## src/rtl/mmu_cmd_pkg.sv

```systemverilog
package mmu_cmd_pkg;

   typedef enum logic [2:0] {
      OUT_MOVED     = 3'd0,
      OUT_UNHANDLED = 3'd1,
      OUT_UNK_GROUP = 3'd2,
      OUT_UNK_MODE  = 3'd3,
      OUT_UNK_REG   = 3'd4
   } outcome_e;

   typedef enum logic [3:0] {
      KIND_NONE        = 4'd0,
      KIND_BRANCH      = 4'd1,
      KIND_LOAD_ENTRY  = 4'd2,
      KIND_FLUSH       = 4'd3,
      KIND_FLUSH_ROOT  = 4'd4,
      KIND_VALIDATE_A  = 4'd5,
      KIND_VALIDATE_B  = 4'd6,
      KIND_PROBE       = 4'd7,
      KIND_MOVE_GEN    = 4'd8,
      KIND_MOVE_STATUS = 4'd9
   } kind_e;

   typedef enum logic [2:0] {
      SEL_NONE = 3'd0,
      SEL_CTRL = 3'd1,
      SEL_SUPV = 3'd2,
      SEL_CPU  = 3'd3,
      SEL_STAT = 3'd4
   } reg_sel_e;

   // opcode patterns for the branch forms
   localparam logic [15:0] BR_MASK  = 16'hFFC0;
   localparam logic [15:0] BR_VAL_A = 16'hF0C0;
   localparam logic [15:0] BR_VAL_B = 16'hF080;

   // extension-word patterns, listed in priority order
   localparam logic [15:0] LOAD_MASK   = 16'hFDE0;
   localparam logic [15:0] LOAD_VAL    = 16'h2000;
   localparam logic [15:0] FLUSH_MASK  = 16'hE200;
   localparam logic [15:0] FLUSH_VAL   = 16'h2000;
   localparam logic [15:0] FROOT_VAL   = 16'hA000;
   localparam logic [15:0] VALA_VAL    = 16'h2800;
   localparam logic [15:0] VALB_MASK   = 16'hFFF8;
   localparam logic [15:0] VALB_VAL    = 16'h2C00;
   localparam logic [15:0] PROBE_MASK  = 16'hE000;
   localparam logic [15:0] PROBE_VAL   = 16'h8000;

endpackage

```

## src/rtl/mmu_cmd_classify.sv

```systemverilog
module mmu_cmd_classify
   import mmu_cmd_pkg::*;
#(
   parameter int OPC_W      = 16,
   parameter int EXT_W      = 16,
   parameter bit HAS_STATUS = 1'b1
) (
   input  logic [OPC_W-1:0] opcode,
   input  logic [EXT_W-1:0] ext_word,
   output outcome_e         cls_outcome,
   output kind_e            cls_kind,
   output reg_sel_e         cls_sel,
   output logic             cls_read
);

   localparam int FAM_LO  = 9;
   localparam int FAM_HI  = 11;
   localparam int MODE_LO = 13;
   localparam int REG_LO  = 10;
   localparam int DIR_BIT = 9;

   if (OPC_W != 16) begin : g_opc_chk
      $error("mmu_cmd_classify: OPC_W must be 16");
   end
   if (EXT_W != 16) begin : g_ext_chk
      $error("mmu_cmd_classify: EXT_W must be 16");
   end

   logic       is_branch;
   logic [2:0] family;
   logic [2:0] mode;
   logic [2:0] regf;

   assign is_branch = ((opcode & BR_MASK) == BR_VAL_A) ||
                      ((opcode & BR_MASK) == BR_VAL_B);
   assign family    = opcode[FAM_HI:FAM_LO];
   assign mode      = ext_word[MODE_LO+2:MODE_LO];
   assign regf      = ext_word[REG_LO+2:REG_LO];
   assign cls_read  = ext_word[DIR_BIT];

   always_comb begin
      cls_outcome = OUT_MOVED;
      cls_kind    = KIND_NONE;
      cls_sel     = SEL_NONE;
      if (is_branch) begin
         cls_outcome = OUT_UNHANDLED;
         cls_kind    = KIND_BRANCH;
      end else if (family != 3'd0) begin
         cls_outcome = OUT_UNK_GROUP;
      end else if ((ext_word & LOAD_MASK) == LOAD_VAL) begin
         cls_outcome = OUT_UNHANDLED;
         cls_kind    = KIND_LOAD_ENTRY;
      end else if ((ext_word & FLUSH_MASK) == FLUSH_VAL) begin
         cls_outcome = OUT_UNHANDLED;
         cls_kind    = KIND_FLUSH;
      end else if (ext_word == FROOT_VAL) begin
         cls_outcome = OUT_UNHANDLED;
         cls_kind    = KIND_FLUSH_ROOT;
      end else if (ext_word == VALA_VAL) begin
         cls_outcome = OUT_UNHANDLED;
         cls_kind    = KIND_VALIDATE_A;
      end else if ((ext_word & VALB_MASK) == VALB_VAL) begin
         cls_outcome = OUT_UNHANDLED;
         cls_kind    = KIND_VALIDATE_B;
      end else if ((ext_word & PROBE_MASK) == PROBE_VAL) begin
         cls_outcome = OUT_UNHANDLED;
         cls_kind    = KIND_PROBE;
      end else begin
         case (mode)
            3'd0, 3'd2: begin
               cls_kind = KIND_MOVE_GEN;
               case (regf)
                  3'd0:    cls_sel = SEL_CTRL;
                  3'd2:    cls_sel = SEL_SUPV;
                  3'd3:    cls_sel = SEL_CPU;
                  default: cls_outcome = OUT_UNK_REG;
               endcase
            end
            3'd3: begin
               if (HAS_STATUS) begin
                  cls_kind = KIND_MOVE_STATUS;
                  cls_sel  = SEL_STAT;
               end else begin
                  cls_outcome = OUT_UNK_MODE;
               end
            end
            default: cls_outcome = OUT_UNK_MODE;
         endcase
      end
   end

endmodule

```

## src/rtl/mmu_reg_bank.sv

```systemverilog
module mmu_reg_bank
   import mmu_cmd_pkg::*;
#(
   parameter int  REG_W      = 32,
   parameter int  DATA_W     = 64,
   parameter bit  HAS_STATUS = 1'b1
) (
   input  logic              clk,
   input  logic              rst_n,
   input  logic              wr_en,
   input  reg_sel_e          sel,
   input  logic [DATA_W-1:0] wr_data,
   output logic [DATA_W-1:0] rd_value,
   output logic              enable
);

   localparam int ENABLE_BIT = REG_W - 1;

   if (DATA_W != 2 * REG_W) begin : g_width_chk
      $error("mmu_reg_bank: DATA_W must be twice REG_W");
   end

   logic [REG_W-1:0] wr_lo;
   logic [REG_W-1:0] wr_hi;
   logic [REG_W-1:0] ctrl_q;
   logic [REG_W-1:0] supv_lim_q;
   logic [REG_W-1:0] supv_ptr_q;
   logic [REG_W-1:0] cpu_lim_q;
   logic [REG_W-1:0] cpu_ptr_q;
   logic [REG_W-1:0] stat_val;

   assign wr_lo = wr_data[REG_W-1:0];
   assign wr_hi = wr_data[DATA_W-1:REG_W];

   always_ff @(posedge clk) begin
      if (!rst_n) begin
         ctrl_q     <= '0;
         supv_lim_q <= '0;
         supv_ptr_q <= '0;
         cpu_lim_q  <= '0;
         cpu_ptr_q  <= '0;
      end else if (wr_en) begin
         case (sel)
            SEL_CTRL: ctrl_q <= wr_lo;
            SEL_SUPV: begin
               supv_lim_q <= wr_hi;
               supv_ptr_q <= wr_lo;
            end
            SEL_CPU: begin
               cpu_lim_q <= wr_hi;
               cpu_ptr_q <= wr_lo;
            end
            default: ;
         endcase
      end
   end

   if (HAS_STATUS) begin : g_status
      logic [REG_W-1:0] stat_q;
      always_ff @(posedge clk) begin
         if (!rst_n) begin
            stat_q <= '0;
         end else if (wr_en && sel == SEL_STAT) begin
            stat_q <= wr_lo;
         end
      end
      assign stat_val = stat_q;
   end else begin : g_no_status
      assign stat_val = '0;
   end

   always_comb begin
      case (sel)
         SEL_CTRL: rd_value = {{REG_W{1'b0}}, ctrl_q};
         SEL_SUPV: rd_value = {supv_lim_q, supv_ptr_q};
         SEL_CPU:  rd_value = {cpu_lim_q, cpu_ptr_q};
         SEL_STAT: rd_value = {{REG_W{1'b0}}, stat_val};
         default:  rd_value = '0;
      endcase
   end

   assign enable = ctrl_q[ENABLE_BIT];

endmodule

```

## src/rtl/mmu_cmd_decoder.sv

```systemverilog
module mmu_cmd_decoder
   import mmu_cmd_pkg::*;
#(
   parameter int OPC_W      = 16,
   parameter int EXT_W      = 16,
   parameter int REG_W      = 32,
   parameter int EA_W       = 6,
   parameter bit HAS_STATUS = 1'b1,
   localparam int DATA_W    = 2 * REG_W
) (
   input  logic              clk,
   input  logic              rst_n,
   input  logic              cmd_valid,
   input  logic [OPC_W-1:0]  opcode,
   input  logic [EXT_W-1:0]  ext_word,
   input  logic [DATA_W-1:0] wr_data,
   output logic              done,
   output logic [2:0]        outcome,
   output logic [3:0]        cmd_kind,
   output logic [EA_W-1:0]   ea_field,
   output logic [DATA_W-1:0] rd_data,
   output logic              mmu_enable
);

   if (EA_W > 9) begin : g_ea_chk
      $error("mmu_cmd_decoder: EA_W overlaps the family field");
   end

   outcome_e          cls_outcome;
   kind_e             cls_kind;
   reg_sel_e          cls_sel;
   logic              cls_read;
   logic              moved;
   logic              bank_wr;
   logic [DATA_W-1:0] bank_rd;

   mmu_cmd_classify #(
      .OPC_W      (OPC_W),
      .EXT_W      (EXT_W),
      .HAS_STATUS (HAS_STATUS)
   ) i_classify (
      .opcode      (opcode),
      .ext_word    (ext_word),
      .cls_outcome (cls_outcome),
      .cls_kind    (cls_kind),
      .cls_sel     (cls_sel),
      .cls_read    (cls_read)
   );

   assign moved   = (cls_outcome == OUT_MOVED);
   assign bank_wr = cmd_valid && moved && !cls_read;

   mmu_reg_bank #(
      .REG_W      (REG_W),
      .DATA_W     (DATA_W),
      .HAS_STATUS (HAS_STATUS)
   ) i_bank (
      .clk      (clk),
      .rst_n    (rst_n),
      .wr_en    (bank_wr),
      .sel      (cls_sel),
      .wr_data  (wr_data),
      .rd_value (bank_rd),
      .enable   (mmu_enable)
   );

   always_ff @(posedge clk) begin
      if (!rst_n) begin
         done     <= 1'b0;
         outcome  <= '0;
         cmd_kind <= '0;
         ea_field <= '0;
         rd_data  <= '0;
      end else begin
         done <= cmd_valid;
         if (cmd_valid) begin
            outcome  <= cls_outcome;
            cmd_kind <= cls_kind;
            ea_field <= opcode[EA_W-1:0];
            rd_data  <= (moved && cls_read) ? bank_rd : '0;
         end
      end
   end

endmodule

```

## config.mk

```make
export PLATFORM = sky130hd
export DESIGN_NAME = mmu_cmd_decoder
export DESIGN_NICKNAME = d
export VERILOG_FILES = /design/src/rtl/mmu_cmd_pkg.sv /design/src/rtl/mmu_cmd_classify.sv /design/src/rtl/mmu_reg_bank.sv /design/src/rtl/mmu_cmd_decoder.sv
export SDC_FILE = /design/constraint.sdc
export NUM_CORES = 1
export LEC_CHECK = 0
export ABC_AREA = 1
export BUFFER_PORTS_ARGS = -buffer_cell sky130_fd_sc_hd__buf_2
export CAP_MARGIN = 15
export CORE_MARGIN = 2
export CORE_UTILIZATION = 51
export DETAILED_ROUTE_END_ITERATION = 10
export GPL_ROUTABILITY_DRIVEN = 0
export GPL_TIMING_DRIVEN = 0
export PLACE_DENSITY = 0.76
export SKIP_LAST_GASP = 1
export SYNTH_ARGS = -nofsm -noshare
export SYNTH_HDL_FRONTEND = slang
export SYNTH_SLANG_ARGS = --single-unit
export TNS_END_PERCENT = 50
```

## constraint.sdc

```tcl
create_clock -name clk -period 1.7 [get_ports clk]
set_clock_uncertainty 0.2 [all_clocks]
set_input_delay 0 -clock clk [delete_from_list [all_inputs] [get_ports clk]]
set_output_delay 0 -clock clk [all_outputs]
set_load 0.05 [all_outputs]
```

### Yosys cells after proc, flatten, opt, wreduce, memory -nomap -nowiden

Cells that the tools add are included.

| cells by class | value |
|---|---|
| eq/ne operators | 16 |
| mux-type cells | 31 |
| reduce and logical (&&, ||, !) cells | 15 |

Operators by type and width:

| kind | number |
|---|---|
| case mux 64 bit (4 select lines) | 1 |
| 2-to-1 mux 64 bit | 1 |
| 2-to-1 mux 3 bit | 17 |
| 2-to-1 mux 4 bit | 8 |
| == test 10 bit (second input constant) | 2 |
| == test 3 x 2 -> 1 bit (second input constant) | 6 |
| == test 16 x 14 -> 1 bit (second input constant) | 1 |
| == test 16 bit (second input constant) | 1 |
| == test 13 x 11 -> 1 bit (second input constant) | 1 |
| case mux 3 bit (2 select lines) | 2 |
| == test 10 x 8 -> 1 bit (second input constant) | 1 |
| logical NOT 3 bit | 3 |
| case mux 4 bit (2 select lines) | 1 |
| == test 3 bit (second input constant) | 2 |
| case mux 2 bit (3 select lines) | 1 |
| AND reduction 2 bit | 3 |
| == test 4 x 2 -> 1 bit (second input constant) | 1 |
| logical AND 1 bit | 4 |
| == test 3 x 1 -> 1 bit (second input constant) | 1 |
| nonzero test 3 bit | 1 |
| OR reduction 3 bit | 1 |
| OR reduction 2 bit | 1 |
| logical NOT 1 bit | 1 |
| logical OR 1 bit | 1 |

| storage, ports and cells | value |
|---|---|
| register bits | 270 |
| input port bits | 99 |
| word-level logic and storage cells | 73 |

### Depth between registers and ports, before layout

Gate-level depths: netlist of the first run.

| logic depth | value |
|---|---|
| depth in word-level cells | 16 |
| gate-level depth with buffers | 13 |
| mapped depth without buffers | 12 |

### Hierarchy

A second synthesis of the first run with hierarchy kept.

| second synthesis, totals | value |
|---|---|
| cell total of the unflattened synthesis | 2113 |
| area, all modules | 13581.8 sq um |

By module, submodules not included:

| module | instances | cells each | area each (sq um) | sequential area each (sq um) |
|---|---|---|---|---|
| mmu_reg_bank | 1 | 1545 | 9635.5 | 3843.7 |
| mmu_cmd_decoder | 1 | 482 | 3534.6 | 1561.5 |
| mmu_cmd_classify | 1 | 86 | 411.6 | 0.0 |

### Worst setup path after synthesis of the first run

No wires, ideal clock.

| timing path | value |
|---|---|
| path type | input port to flip-flop |
| from | input port opcode[11] |
| to | register i_bank.supv_lim_q[5] |
| arrival time | 1315 ps |
| required time | 1372 ps |
| slack | 57 ps |
| stages on the path | 10 |
| buffers on the path | 2 |
| path through | nor2_1 > nand2_2 > nor2_2 > nand3_1 > inv_2 > nand4_1 > buf_2 > buf_2 > o21ai_0 > a21oi_1 |

| on the way | value |
|---|---|
| word-level cells in the longest chain between the ends | 7 |
| elaborated cells on any way between the ends | 13 |
| those cells by class | eq/ne: 3; mux: 4; reduce/logical: 6 |

RTL lines:

| what | line | source |
|---|---|---|
| start, declared | mmu_cmd_decoder.sv:14 | `input logic [OPC_W-1:0] opcode,` |
| == test 10 bit (tied with other cells) | mmu_cmd_classify.sv:34 | `assign is_branch = ((opcode & BR_MASK) == BR_VAL_A) \|\|` |
| logical OR 1 bit / 2-to-1 mux 3 bit (equally long branches) | mmu_cmd_classify.sv:34, mmu_cmd_classify.sv:48 |  |
| 2-to-1 mux 3 bit | mmu_cmd_classify.sv:45 | `if (is_branch) begin` |
| logical NOT 3 bit | mmu_cmd_decoder.sv:50 | `assign moved = (cls_outcome == OUT_MOVED);` |
| logical AND 1 bit (2 in series) | mmu_cmd_decoder.sv:51 | `assign bank_wr = cmd_valid && moved && !cls_read;` |
| AND reduction 2 bit (no source line) (*) | n/a |  |
| end signal, assigned | mmu_reg_bank.sv:46 | `supv_lim_q <= wr_hi;` |
| end, declared | mmu_reg_bank.sv:26 | `logic [REG_W-1:0] supv_lim_q;` |

Every way passes the cells marked *; elsewhere a longest branch is shown, timed or not.
A chain may end at the register's enable or synchronous reset.

==> metrics list, run 1 <==
- Once layout is done, the placed cells without fillers occupy 14700 µm².
* Final critical delay including setup and external delays: 1.71 ns
- Remaining DRCs: 0
* Antenna diode instance count: 0
- Final Hold Fails: 6
* Capturing element type of the critical path: flip-flop
* Worst EP required: 1.95 ns
* Antenna Nets Post-Route: 0
- Static timing analysis puts the maximum clock frequency at 0.585 GHz.
- Largest net degree at the start of global routing: 15
- During synthesis, Yosys emitted a total of 0 warnings.
- After synthesis the cells add up to 11300 µm².
- Max cap viols: 0
- First-pass GRT wire length: 56.6 mm
- In this run the tightest slew margin relative to its limit is 48.2%.
- Clock-pin slew was measured on the worst setup and hold paths at 0.06 ns.
- TritonCTS built the clock tree.
- CTS Buffer Depth: 3
- Cells with a size suffix above 1 make up 16.2% of the layout.
* Clock latency on the worst-skew pair: 0.53 ns
- Worst slew pin tran: 0.777 ns
- Final worst-path cycle share: 101%
- Net count of the mapped netlist: 1720
- The largest individual stage delay along the critical path comes from the cell sky130_fd_sc_hd__dlygate4sd3_1.
* Critical setup path kind: in2reg
* Post-route worst setup slack: -0.00998 ns
- Detailed Route WL: 35.3 mm
- Measured in cells, the most critical reg-to-reg path has a length of 3.
- Relative to the synthesized area, the layout overhead comes to 29.3%.
- Fill cells in the final layout number 1890.
- After the first detailed-routing iteration, the DRC count stood at 849.
- Mean post-synth cell area: 7.00 µm²
- Input and output buffers added on the ports amount to 176.
- Registers take 5410 µm².
- For this run the aggregate overflow at the end of global routing stands at 0.
- The worst setup path is launched from a primary input.
- The checks that failed: hold timing, setup timing.
- After detailed routing, the number of vias per cell comes to 5.31.
- The number of antenna violations at the first check in global routing came to 0.
- Most numerous cell on the critical path: sky130_fd_sc_hd__dlygate4sd3_1
- The run finished, with violations left.
* Largest delay contributor family on the critical path: buffers and inverters
- Buffer and inverter count on the worst path: 4
* Yosys reg bits: 270
- On the worst path, the slowest cell contributes a delay of 0.83 ns.
* Number of synthesized flops with an enable pin: 0
* Clock Root Buffer: sky130_fd_sc_hd__clkbuf_16
- Total global-route track usage: 29.2%
- Chip Height: 153 µm
* WP data arrival: 1.96 ns
- Count of pins on the block boundary: 178
* Ordered cell list for the critical path: buf_2, clkbuf_1, dlygate4sd3_1, o21ai_0, dlygate4sd3_1, a21oi_1
* Number of distinct library cells after synthesis: 25
* Core Box Area: 21800 µm²
- Pleak: 0.00571 µW
- The completed layout was analyzed and its total power is 13100 µW.
* WHS Path Cells: 3
* Drt wl/cell: 15.8 µm
- For this design the ratio of total power to cell area is 892 nW/µm².
* Vias after detailed routing: 11900
- Die Outline Area: 23500 µm²
- The tightest min-delay check is of the in2reg type.
- Synth async-reset ratio: 0%
- Detail Placement HPWL: 23.5 mm
- After floorplanning, the core was divided into 54 placement rows.
- Setup repair after global routing could not meet its margin everywhere.
- Of the synthesized area, sequential elements account for 47.6%.
- Among all flip-flop cells after synthesis, the most frequent one is sky130_fd_sc_hd__dfxtp_1.
* Instance count of the mapped netlist: 1621
* DP Area: 12600 µm²
- Along the worst path, the maximum fanout reaches 10.
- Die boundary width: 153 µm
- Highest ir drop seen on vdd: 761 µV
* Final nets: 2037
* DR pass1 iterations: 6
- Clock sink count: 270
* Initial Utilization: 52.0%
- H-tree depth reported by CTS: 1
- Final hold analysis gives a worst-case slack of -0.277 ns.
* Final setup fails: 2
* Slack of the worst reg-to-reg path: 0.19 ns
* Number of pins exceeding their max-slew limit in the final report: 0
- Core utilization of the finished layout: 67.2%
- Buffers inserted during clock tree synthesis total 27.
* Total area of multi-input combinational cells: 4810 µm²
* WP depth: 6
- Vias in the first global route: 11300
[per-layer routing]
layer	global-route usage, %	routed length (µm)
met1	39.8	15100
met3	3.71	2940
met2	47.6	15900
met4	10.9	1310
met5	0	0
[worst reg2reg max path, delay by kind of cell (launching register included)]
family | cells | cell delay (ns)
AOI/OAI and AO/OA | 1 | 0.18
DFF | 1 | 0.31
buffers and inverters | 1 | 0.60
and+or+nand+nor | 1 | 0.09
[sequential cells by signal (all words and copies together) (netlist names)]
signal                  count
cmd_kind                    4
done                        1
ea_field                    6
i_bank.cpu_lim_q           32
i_bank.cpu_ptr_q           32
i_bank.ctrl_q              32
i_bank.g_status.stat_q     32
i_bank.supv_lim_q          32
i_bank.supv_ptr_q          32
outcome                     3
rd_data                    64
[cell usage in the layout (no fill, tap or decap), types with 3 or more instances in the layout]
| cell | n |
|---|---|
| sky130_fd_sc_hd__nand3_1 | 41 |
| sky130_fd_sc_hd__clkbuf_8 | 4 |
| sky130_fd_sc_hd__a21oi_1 | 200 |
| sky130_fd_sc_hd__clkbuf_4 | 9 |
| sky130_fd_sc_hd__clkinv_2 | 7 |
| sky130_fd_sc_hd__buf_4 | 16 |
| sky130_fd_sc_hd__clkbuf_16 | 27 |
| sky130_fd_sc_hd__nand2_1 | 192 |
| sky130_fd_sc_hd__dlygate4sd3_1 | 99 |
| sky130_fd_sc_hd__inv_2 | 5 |
| sky130_fd_sc_hd__dfxtp_1 | 270 |
| sky130_fd_sc_hd__o21ai_1 | 32 |
| sky130_fd_sc_hd__nand4_4 | 3 |
| sky130_fd_sc_hd__o21ai_0 | 207 |
| sky130_fd_sc_hd__inv_1 | 178 |
| sky130_fd_sc_hd__nand2_2 | 3 |
| sky130_fd_sc_hd__nor2_4 | 3 |
| sky130_fd_sc_hd__buf_6 | 6 |
| sky130_fd_sc_hd__nand3_2 | 5 |
| sky130_fd_sc_hd__nor2_2 | 5 |
| sky130_fd_sc_hd__nor2_1 | 286 |
| sky130_fd_sc_hd__nor3_1 | 70 |
| sky130_fd_sc_hd__clkbuf_2 | 22 |
| sky130_fd_sc_hd__buf_2 | 194 |
| sky130_fd_sc_hd__clkbuf_1 | 58 |
[what timing repair did]
item / in CTS / in global routing
endpoints found under the hold margin: 215 / 4
gates resized for setup: 15 / 62
buffers inserted: 7 / 7
hold buffers: 95 / 4
pin swaps: 3 / 2
endpoints found under the setup margin: 178 / 241
[through the flow]
stage          hold slack, ns  TNS, ns  setup slack [ns]  instances
3_5_place_dp           0.0299  -153.01            -0.775       2077
5_1_grt                -0.270   -0.741            -0.106       2238
4_1_cts                -0.290        0           0.00164       2227
6_report               -0.277  -0.0134          -0.00998       2238
2_1_floorplan         -0.0651        0            0.0567       1621
3_3_place_gp           0.0216  -139.49            -0.676       2077
[final timing paths]
path / startpoint / to
min: ext_word[15] / outcome[1]
min reg2reg: i_bank.supv_lim_q[6] / i_bank.supv_lim_q[6]
max reg2reg: ea_field[3] / ea_field[3]
max: rst_n / cmd_kind[0]
[final cells by class]
type | instances | area share, %
buffer | 111 | 3.79
timing repair buffer | 289 | 13.6
clock inverter | 11 | 0.750
inverter | 184 | 4.71
multi-input combinational | 1055 | 32.8
tap | 280 | 2.39
clock buffer | 38 | 5.16
sequential | 270 | 36.8
[power by group]
group          switching (µW)  total [µW]  internal, µW  leakage [µW]
Combinational             497         832           336       0.00311
Sequential               10.0        6360          6350       0.00218
Clock                    2490        5890          3400      0.000426
[cells by family (layout without fill, tap and decap cells)]
logic type      Yosys count  count (layout)  share of synthesized area [%]
simple gates            615             615                           22.5
buf+inv                 296             633                           10.4
flops                   270             270                           47.6
compound gates          440             440                           19.4
[synth_stat cells (3+ instances only)]
cell	count	area share [%]
sky130_fd_sc_hd__a21oi_1	200	8.8
sky130_fd_sc_hd__buf_1	7	0.23
sky130_fd_sc_hd__buf_2	23	1.0
sky130_fd_sc_hd__buf_6	6	0.60
sky130_fd_sc_hd__clkbuf_1	76	2.5
sky130_fd_sc_hd__dfxtp_1	270	48
sky130_fd_sc_hd__inv_1	178	5.9
sky130_fd_sc_hd__inv_2	5	0.17
sky130_fd_sc_hd__nand2_1	194	6.4
sky130_fd_sc_hd__nand3_1	43	1.9
sky130_fd_sc_hd__nand3_2	3	0.26
sky130_fd_sc_hd__nand4_2	3	0.33
sky130_fd_sc_hd__nor2_1	288	9.5
sky130_fd_sc_hd__nor2_2	4	0.22
sky130_fd_sc_hd__nor3_1	70	3.1
sky130_fd_sc_hd__o21ai_0	207	9.1
sky130_fd_sc_hd__o21ai_1	32	1.4
No activity file was read; power rests on OpenSTA's default activity.
==> inputs of run 2 (changes only) <==
- PLACE_DENSITY: 0.76 -> unset
- PLACE_DENSITY_LB_ADDON: unset -> 0.05
- SETUP_SLACK_MARGIN: unset -> 0.1
==> run 2 against run 1 <==
Against the previous run: the run ends with hold timing left; power rose by 4.0%; clock-buffer cell count grew 3; critical path depth increased by 7; sequential share of layout area down 0.094 points; sequential power barely moved.
==> metrics list, run 2 (synthesized netlist as in run 1, its figures left out) <==
- Outcome: finished with violations (unchanged)
* Failing checks: hold timing (was hold timing, setup timing)
- WP data arrival: 1.81 ns (was 1.96 ns)
- Final setup fails: 0 (was 2)
- Sum of negative setup slack: 0 ns (was -0.0134 ns)
- Max cap viols: 0 (unchanged)
- The number of global-route vias before repair came to 10800 (was 11300).
- The maximum achievable frequency came to 0.651 GHz (was 0.585 GHz).
- The clock edge transition at the registers on the reported setup and hold paths was 0.06 ns (about the same).
- The total inserted antenna cells came to 0 (unchanged).
* Total area of multi-input combinational cells: 4830 µm² (was 4810 µm²)
- The final critical path time including I/O delays and setup was 1.54 ns (was 1.71 ns).
- The number of antenna violations at the first check in global routing is 0 (unchanged).
- RSZ-0062 raised after global routing: yes (unchanged).
- Detailed Route WL: 35.6 mm (was 35.3 mm)
- Worst Hold Launch: opcode[9] (was ext_word[15])
- The area of the core came to 21800 µm² (unchanged).
* Top library cells by usage in the layout, fill and taps aside: sky130_fd_sc_hd__nor2_1 (286), sky130_fd_sc_hd__dfxtp_1 (270), sky130_fd_sc_hd__o21ai_0 (207) (unchanged)
* Number of pins exceeding their max-slew limit in the final report: 0 (unchanged)
* Type of element launching the critical path: primary input (unchanged)
- The die outline area was 23500 µm² (unchanged).
- Capturing element type of the critical path: flip-flop (unchanged)
* Max reg flops: 64 (unchanged)
- Largest net degree at the start of global routing: 14 (was 15)
- Count of pins on the block boundary: 178 (unchanged)
- Aggregate global routing overflow: 0 (unchanged)
- The reg-to-reg critical path startpoint was i_bank.ctrl_q[31] (was ea_field[3]).
- The worst relative slew slack came to 42.9% (was 48.2%).
* Violation count after the first detailed-route iteration: 852 (was 849)
- The slew of the pin with the lowest slew margin is 0.856 ns (was 0.777 ns).
* Drt wl/cell: 16.0 µm (was 15.8 µm)
- CTS tree: yes (unchanged)
* Final nets: 2027 (was 2037)
* Most common cell after layout, fill and taps aside: sky130_fd_sc_hd__nor2_1 (unchanged)
- CTS Buffer Depth: 3 (unchanged)
* First-pass GRT wire length: 55.9 mm (was 56.6 mm)
* Hold/Removal Path Class: in2reg (unchanged)
* Register cell area after layout: 5410 µm² (unchanged)
- Remaining DRCs: 0 (unchanged)
* Detail Placement HPWL: 23.5 mm (about the same)
- The count of fill cells added during filler insertion is 1986 (was 1890).
- Worst EP required: 1.97 ns (was 1.95 ns)
- Die boundary width: 153 µm (unchanged)
- Chip Height: 153 µm (unchanged)
- Clock Root Buffer: sky130_fd_sc_hd__clkbuf_16 (unchanged)
- Place WS: -0.670 ns (was -0.775 ns)
- Row Count: 54 (unchanged)
- Vias per std cell: 5.21 (was 5.31)
- The register with the highest flop count was rd_data (unchanged).
* Power density of the placed cells: 925 nW/µm² (was 892 nW/µm²)
- The worst hold slack after final layout was -0.246 ns (was -0.277 ns).
* Initial Utilization: 52.0% (unchanged)
- Antenna Nets Post-Route: 0 (unchanged)
- The leakage power came to 0.00571 µW (about the same).
- The overall via count from detail_route came to 11600 (was 11900).
- Worst setup path startpoint: opcode[9] (was rst_n)
* Final Hold Fails: 4 (was 6)
- The first-pass iteration count of the detailed router came to 6 (unchanged).
* H-tree depth reported by CTS: 1 (unchanged)
- The clock net sink count is 270 (unchanged).
- Total Power Consumption: 13600 µW (was 13100 µW)
- The maximum fanout along the worst path came to 10 (unchanged).
- Number of input and output port buffers inserted: 176 (unchanged)
- Critical setup path kind: in2reg (unchanged)
- Growth of design area from synthesis to finish: 29.6% (was 29.3%)
* Clock latency on the worst-skew pair: 0.54 ns (was 0.53 ns)
* Final worst-path cycle share: 90.3% (was 101%)
- Highest ir drop seen on vdd: 944 µV (was 761 µV)
- Total global-route track usage: 29.2% (about the same)
- The CTS buffer count was 29 (was 27).
- Post-route worst setup slack: 0.165 ns (was -0.00998 ns)
* Share of cells above drive strength 1: 16.9% (was 16.2%)
==> run 2: cell types whose count changed in the layout (fill, tap and decap cells not counted), sizes merged <==
cell         change
dlygate4sd3     -10
clkbuf           -7
clkinv           +1
buf              +8
clkinvlp         -2
bufinv           +1
==> run 2: routing by layer <==
layer	wire (µm)	vias to the layer above	track usage, %
met5	0	-	0
met4	923	0	7.72
met3	2680	60	4.31
met2	16100	418	47.9
met1	15900	5315	40.4
li1	-	5820	-
==> run 2: critical path, cell delays in order <==
cell and delay [ns]:
sky130_fd_sc_hd__buf_2 0.10, sky130_fd_sc_hd__inv_2 0.09, sky130_fd_sc_hd__nand2_1 0.09, sky130_fd_sc_hd__nor2_1 0.12, sky130_fd_sc_hd__nand3_2 0.17, sky130_fd_sc_hd__nand2_2 0.15
sky130_fd_sc_hd__inv_2 0.05, sky130_fd_sc_hd__nand2_2 0.18, sky130_fd_sc_hd__inv_1 0.09, sky130_fd_sc_hd__nand3_2 0.20, sky130_fd_sc_hd__clkbuf_2 0.31, sky130_fd_sc_hd__o21ai_0 0.11
sky130_fd_sc_hd__a21oi_1 0.15
==> run 2: repair_timing <==
| action | in CTS | in global routing |
|---|---|---|
| hold endpoints to repair | 229 | 6 |
| hold buffers | 88 | 1 |
| gates resized for setup | 22 | 63 |
| setup buffers | 8 | 7 |
| pin swaps | 3 | 8 |
| setup endpoints to repair | 229 | 245 |
| cloned | 0 | 0 |
==> run 2: power breakdown <==
group          switching, µW  leakage [µW]  internal, µW  total, µW
Clock                   2560      0.000487          3870       6430
Sequential              9.57       0.00218          6350       6360
Combinational            493       0.00305           318        811
Total                   3070       0.00571         10500      13600
==> run 2: area by class of cell <==
type / count / area share (%)
sequential: 270 / 36.7
buffer: 108 / 3.80
multi-input combinational: 1055 / 32.9
tap: 280 / 2.38
inverter: 184 / 4.70
clock buffer: 41 / 5.72
timing repair buffer: 280 / 12.9
clock inverter: 11 / 0.885
==> run 2: final timing paths <==
| path | to | slack (ns) | cells past startpoint |
|---|---|---|---|
| setup / recovery | i_bank.g_status.stat_q[28] | 0.16 | 13 |
| hold / removal | cmd_kind[0] | -0.25 | 6 |
| setup reg to reg | rd_data[31] | 0.52 | 6 |
| hold reg to reg | i_bank.supv_lim_q[13] | 0.25 | 2 |
==> run 2: through the flow <==
step,std cells,cell area (µm²),utilization [%]
6_report,2229,14700,67.4
5_1_grt,2229,14700,67.4
4_1_cts,2224,14500,66.7
3_5_place_dp,2077,12600,57.7
3_3_place_gp,2077,12600,57.7
2_1_floorplan,1621,11400,-
==> inputs of run 3 (changes only) <==
==> constraint.sdc (replaced) <==
create_clock -name clk -period 1.7 [get_ports clk]
set_clock_uncertainty 0.2 [all_clocks]
set_input_delay 0.085 -clock clk [delete_from_list [all_inputs] [get_ports clk]]
set_output_delay 0.085 -clock clk [all_outputs]
set_load 0.05 [all_outputs]
==> run 3 against run 2 <==
Against the previous run: the flow still finishes with violations (hold timing); critical path depth is 3 lower; register-to-register slack got worse by 0.26 ns; via count fell by 0.13%; routed wire length down 1.8%; flip-flop and latch count did not move; power fell by 3.4%; clock power fell by 7.3%; highest routed layer unchanged.
==> metrics list, run 3 (synthesized netlist as in run 1, its figures left out) <==
- Die boundary width: 153 µm (unchanged)
- The most frequent standard cell in the layout excluding fill and tap cells is sky130_fd_sc_hd__nor2_1 (unchanged).
- Remaining DRCs: 0 (unchanged)
- The part of the power in combinational logic is 6.3% (was 6.0%).
- The worst hold slack after final layout is -0.122 ns (was -0.246 ns).
- RSZ-0062 raised after global routing: yes (unchanged)
- The maximum fanout along the worst path came to 10 (unchanged).
- The data required time of the critical path was 1.96 ns (was 1.97 ns).
* Outcome: finished with violations (unchanged)
* Initial antenna violation count: 0 (unchanged)
- The critical path start-end classification is in2reg (unchanged).
* Total routed wire length on the met1 layer: 15.6 mm (was 15.9 mm)
* Pleak: 0.00571 µW (about the same)
* Share of cells above drive strength 1: 17.9% (was 16.9%)
* Capturing element type of the critical path: flip-flop (unchanged)
- Detail Placement HPWL: 23.7 mm (was 23.5 mm)
- The length of routed met3 wiring came to 2.39 mm (was 2.68 mm).
- The flip-flop count of the largest register after layout was 64 (unchanged).
* Filler cells: 1982 (was 1986)
* Row Count: 54 (unchanged)
- Highest ir drop seen on vdd: 783 µV (was 944 µV)
* Clock transition at the register clock pins on the worst setup and hold paths after CTS: 0.06 ns (about the same)
- Power share of the clock group: 45.3% (was 47.3%)
- Topmost layer with routed signal wires: met4 (unchanged)
- The total inserted antenna cells came to 0 (unchanged).
- The total area of multi-input combinational cells came to 4900 µm² (was 4830 µm²).
- The path category of the worst min-delay check is in2reg (unchanged).
- The kind of start point of the critical path is a primary input (unchanged).
- Power spent charging and discharging nets: 3030 µW (was 3070 µW)
* Largest net degree at the start of global routing: 14 (unchanged)
- Number of buffers created by CTS: 28 (was 29)
- The sequential cell area in the final layout is 5410 µm² (unchanged).
* Vias per std cell: 5.22 (was 5.21)
- The chip height is 153 µm (unchanged).
* WP data arrival: 1.78 ns (was 1.81 ns)
* Ordered cell list for the critical path: buf_2, nor2_4, nand2_1, nor2_4, nand3_4, inv_4, nand4_1, buf_2, clkbuf_2, a21oi_1 (was buf_2, inv_2, nand2_1, nor2_1, nand3_2, nand2_2, inv_2, nand2_2, inv_1, nand3_2, clkbuf_2, o21ai_0, a21oi_1)
- The first-iteration detailed-routing DRC count is 728 (was 852).
* Register share of total power: 48.4% (was 46.8%)
- Largest register by flop count: rd_data (unchanged)
* Depth of the worst register-to-register path: 3 (was 6)
- Initial Utilization: 52.0% (unchanged)
* Clock sink count: 270 (unchanged)
* H-tree depth reported by CTS: 1 (unchanged)
* Detailed Route WL: 34.9 mm (was 35.6 mm)
* Max cap viols: 0 (unchanged)
- Growth of design area from synthesis to finish: 29.8% (was 29.6%)
* CTS hold repair buffers: 87 (was 88)
- CP max stage delay: 0.25 ns (was 0.31 ns)
- Worst slew pin tran: 0.759 ns (was 0.856 ns)
- CTS tree: yes (unchanged)
- CTS Buffer Depth: 3 (unchanged)
* Slowest cell on the critical path: sky130_fd_sc_hd__clkbuf_2 (unchanged)
- Aggregate global routing overflow: 0 (unchanged)
* Slack of the worst reg-to-reg path: 0.26 ns (was 0.52 ns)
* Switching Share: 23.1% (was 22.5%)
- DR pass1 iterations: 5 (was 6)
- Worst-case headroom to the max-slew limit: 49.4% (was 42.9%)
* Top library cells by usage in the layout, fill and taps aside: sky130_fd_sc_hd__nor2_1 (284), sky130_fd_sc_hd__dfxtp_1 (270), sky130_fd_sc_hd__o21ai_0 (200), sky130_fd_sc_hd__a21oi_1 (200), sky130_fd_sc_hd__buf_2 (197) (was sky130_fd_sc_hd__nor2_1 (286), sky130_fd_sc_hd__dfxtp_1 (270), sky130_fd_sc_hd__o21ai_0 (207))
- Clock latency on the worst-skew pair: 0.54 ns (about the same)
- Vias in the first global route: 11200 (was 10800)
- The overall via count from detail_route was 11600 (about the same).
- Final worst-path cycle share: 89.4% (was 90.3%)
- The total setup violations reported at the end of the flow came to 0 (unchanged).
- The met2 routed wirelength is 16.0 mm (was 16.1 mm).
- WHS Path Cells: 6 (unchanged)
- Count of pins on the block boundary: 178 (unchanged)
* Die Outline Area: 23500 µm² (unchanged)
- The master cell of the clock root buffer was sky130_fd_sc_hd__clkbuf_16 (unchanged).
- Core Box Area: 21800 µm² (unchanged)
- Upper clock frequency limit: 0.658 GHz (was 0.651 GHz)
- The max-slew violation total from the final report came to 0 (unchanged).
* Final critical delay including setup and external delays: 1.52 ns (was 1.54 ns)
- Final Hold Fails: 3 (was 4)
- The post-route core utilization was 67.5% (was 67.4%).
- Number of input and output port buffers inserted: 176 (unchanged)
- The power density over the cells was 892 nW/µm² (was 925 nW/µm²).
- Antenna Nets Post-Route: 0 (unchanged)
- Final nets: 2023 (was 2027)
- The total power came to 13100 µW (was 13600 µW).
- The cell internal power dissipation was 10100 µW (was 10500 µW).
- The average wire per standard cell came to 15.7 µm (was 16.0 µm).
- Failing checks: hold timing (unchanged)
- Total global-route track usage: 29.1% (was 29.2%)
- The global-route wire length before repair came to 56.3 mm (was 55.9 mm).
-- run 3: final cells by class --
cell class	count	area share (%)
clock buffer	42	5.80
clock inverter	7	0.238
multi-input combinational	1055	33.2
buffer	111	4.20
timing repair buffer	274	12.6
inverter	184	4.80
sequential	270	36.7
tap	280	2.38
-- run 3: worst paths after layout --
path,startpoint,endpoint
min reg2reg,i_bank.supv_lim_q[23],i_bank.supv_lim_q[23]
min,opcode[9],cmd_kind[0]
max reg2reg,cmd_kind[0],cmd_kind[0]
max,ext_word[13],i_bank.supv_lim_q[22]
-- run 3: critical path: cells and delay by family --
kind | cells | cell delay, ns
AOI/OAI and AO/OA | 1 | 0.20
and+or+nand+nor | 5 | 0.75
buffers and inverters | 4 | 0.74
-- run 3: timing repair --
action / 4_1_cts / 5_1_grt
endpoints found under the setup margin: 244 / 253
endpoints found under the hold margin: 205 / 2
pin swaps: 3 / 6
buffers inserted: 8 / 3
gates resized for setup: 35 / 71
-- run 3: layer usage --
layer / vias up / track usage (%)
met2: 378 / 48.3
met1: 5351 / 39.2
met3: 65 / 4.39
met5: - / 0
li1: 5804 / -
met4: 0 / 9.17
-- run 3: per-stage QoR --
stage               instances  area, µm²  setup slack, ns  hold slack (ns)  setup TNS (ns)
floorplan                1621      11400           0.0651           0.0199               0
global placement         2077      12600           -0.733            0.106         -134.58
detailed placement       2077      12600           -0.772            0.116         -143.64
CTS                      2220      14600          -0.0137           -0.101         -0.0466
global route             2223      14700           0.0543           -0.103               0
finish                   2223      14700            0.180           -0.122               0
-- run 3: power groups by stage --
stage | clock (µW) | combinational, µW | sequential, µW
floorplan | 0 | 269 | 6560
global placement | 0 | 639 | 6500
detailed placement | 0 | 643 | 6500
CTS | 6020 | 799 | 6360
global route | 6270 | 896 | 6360
finish | 5960 | 823 | 6360
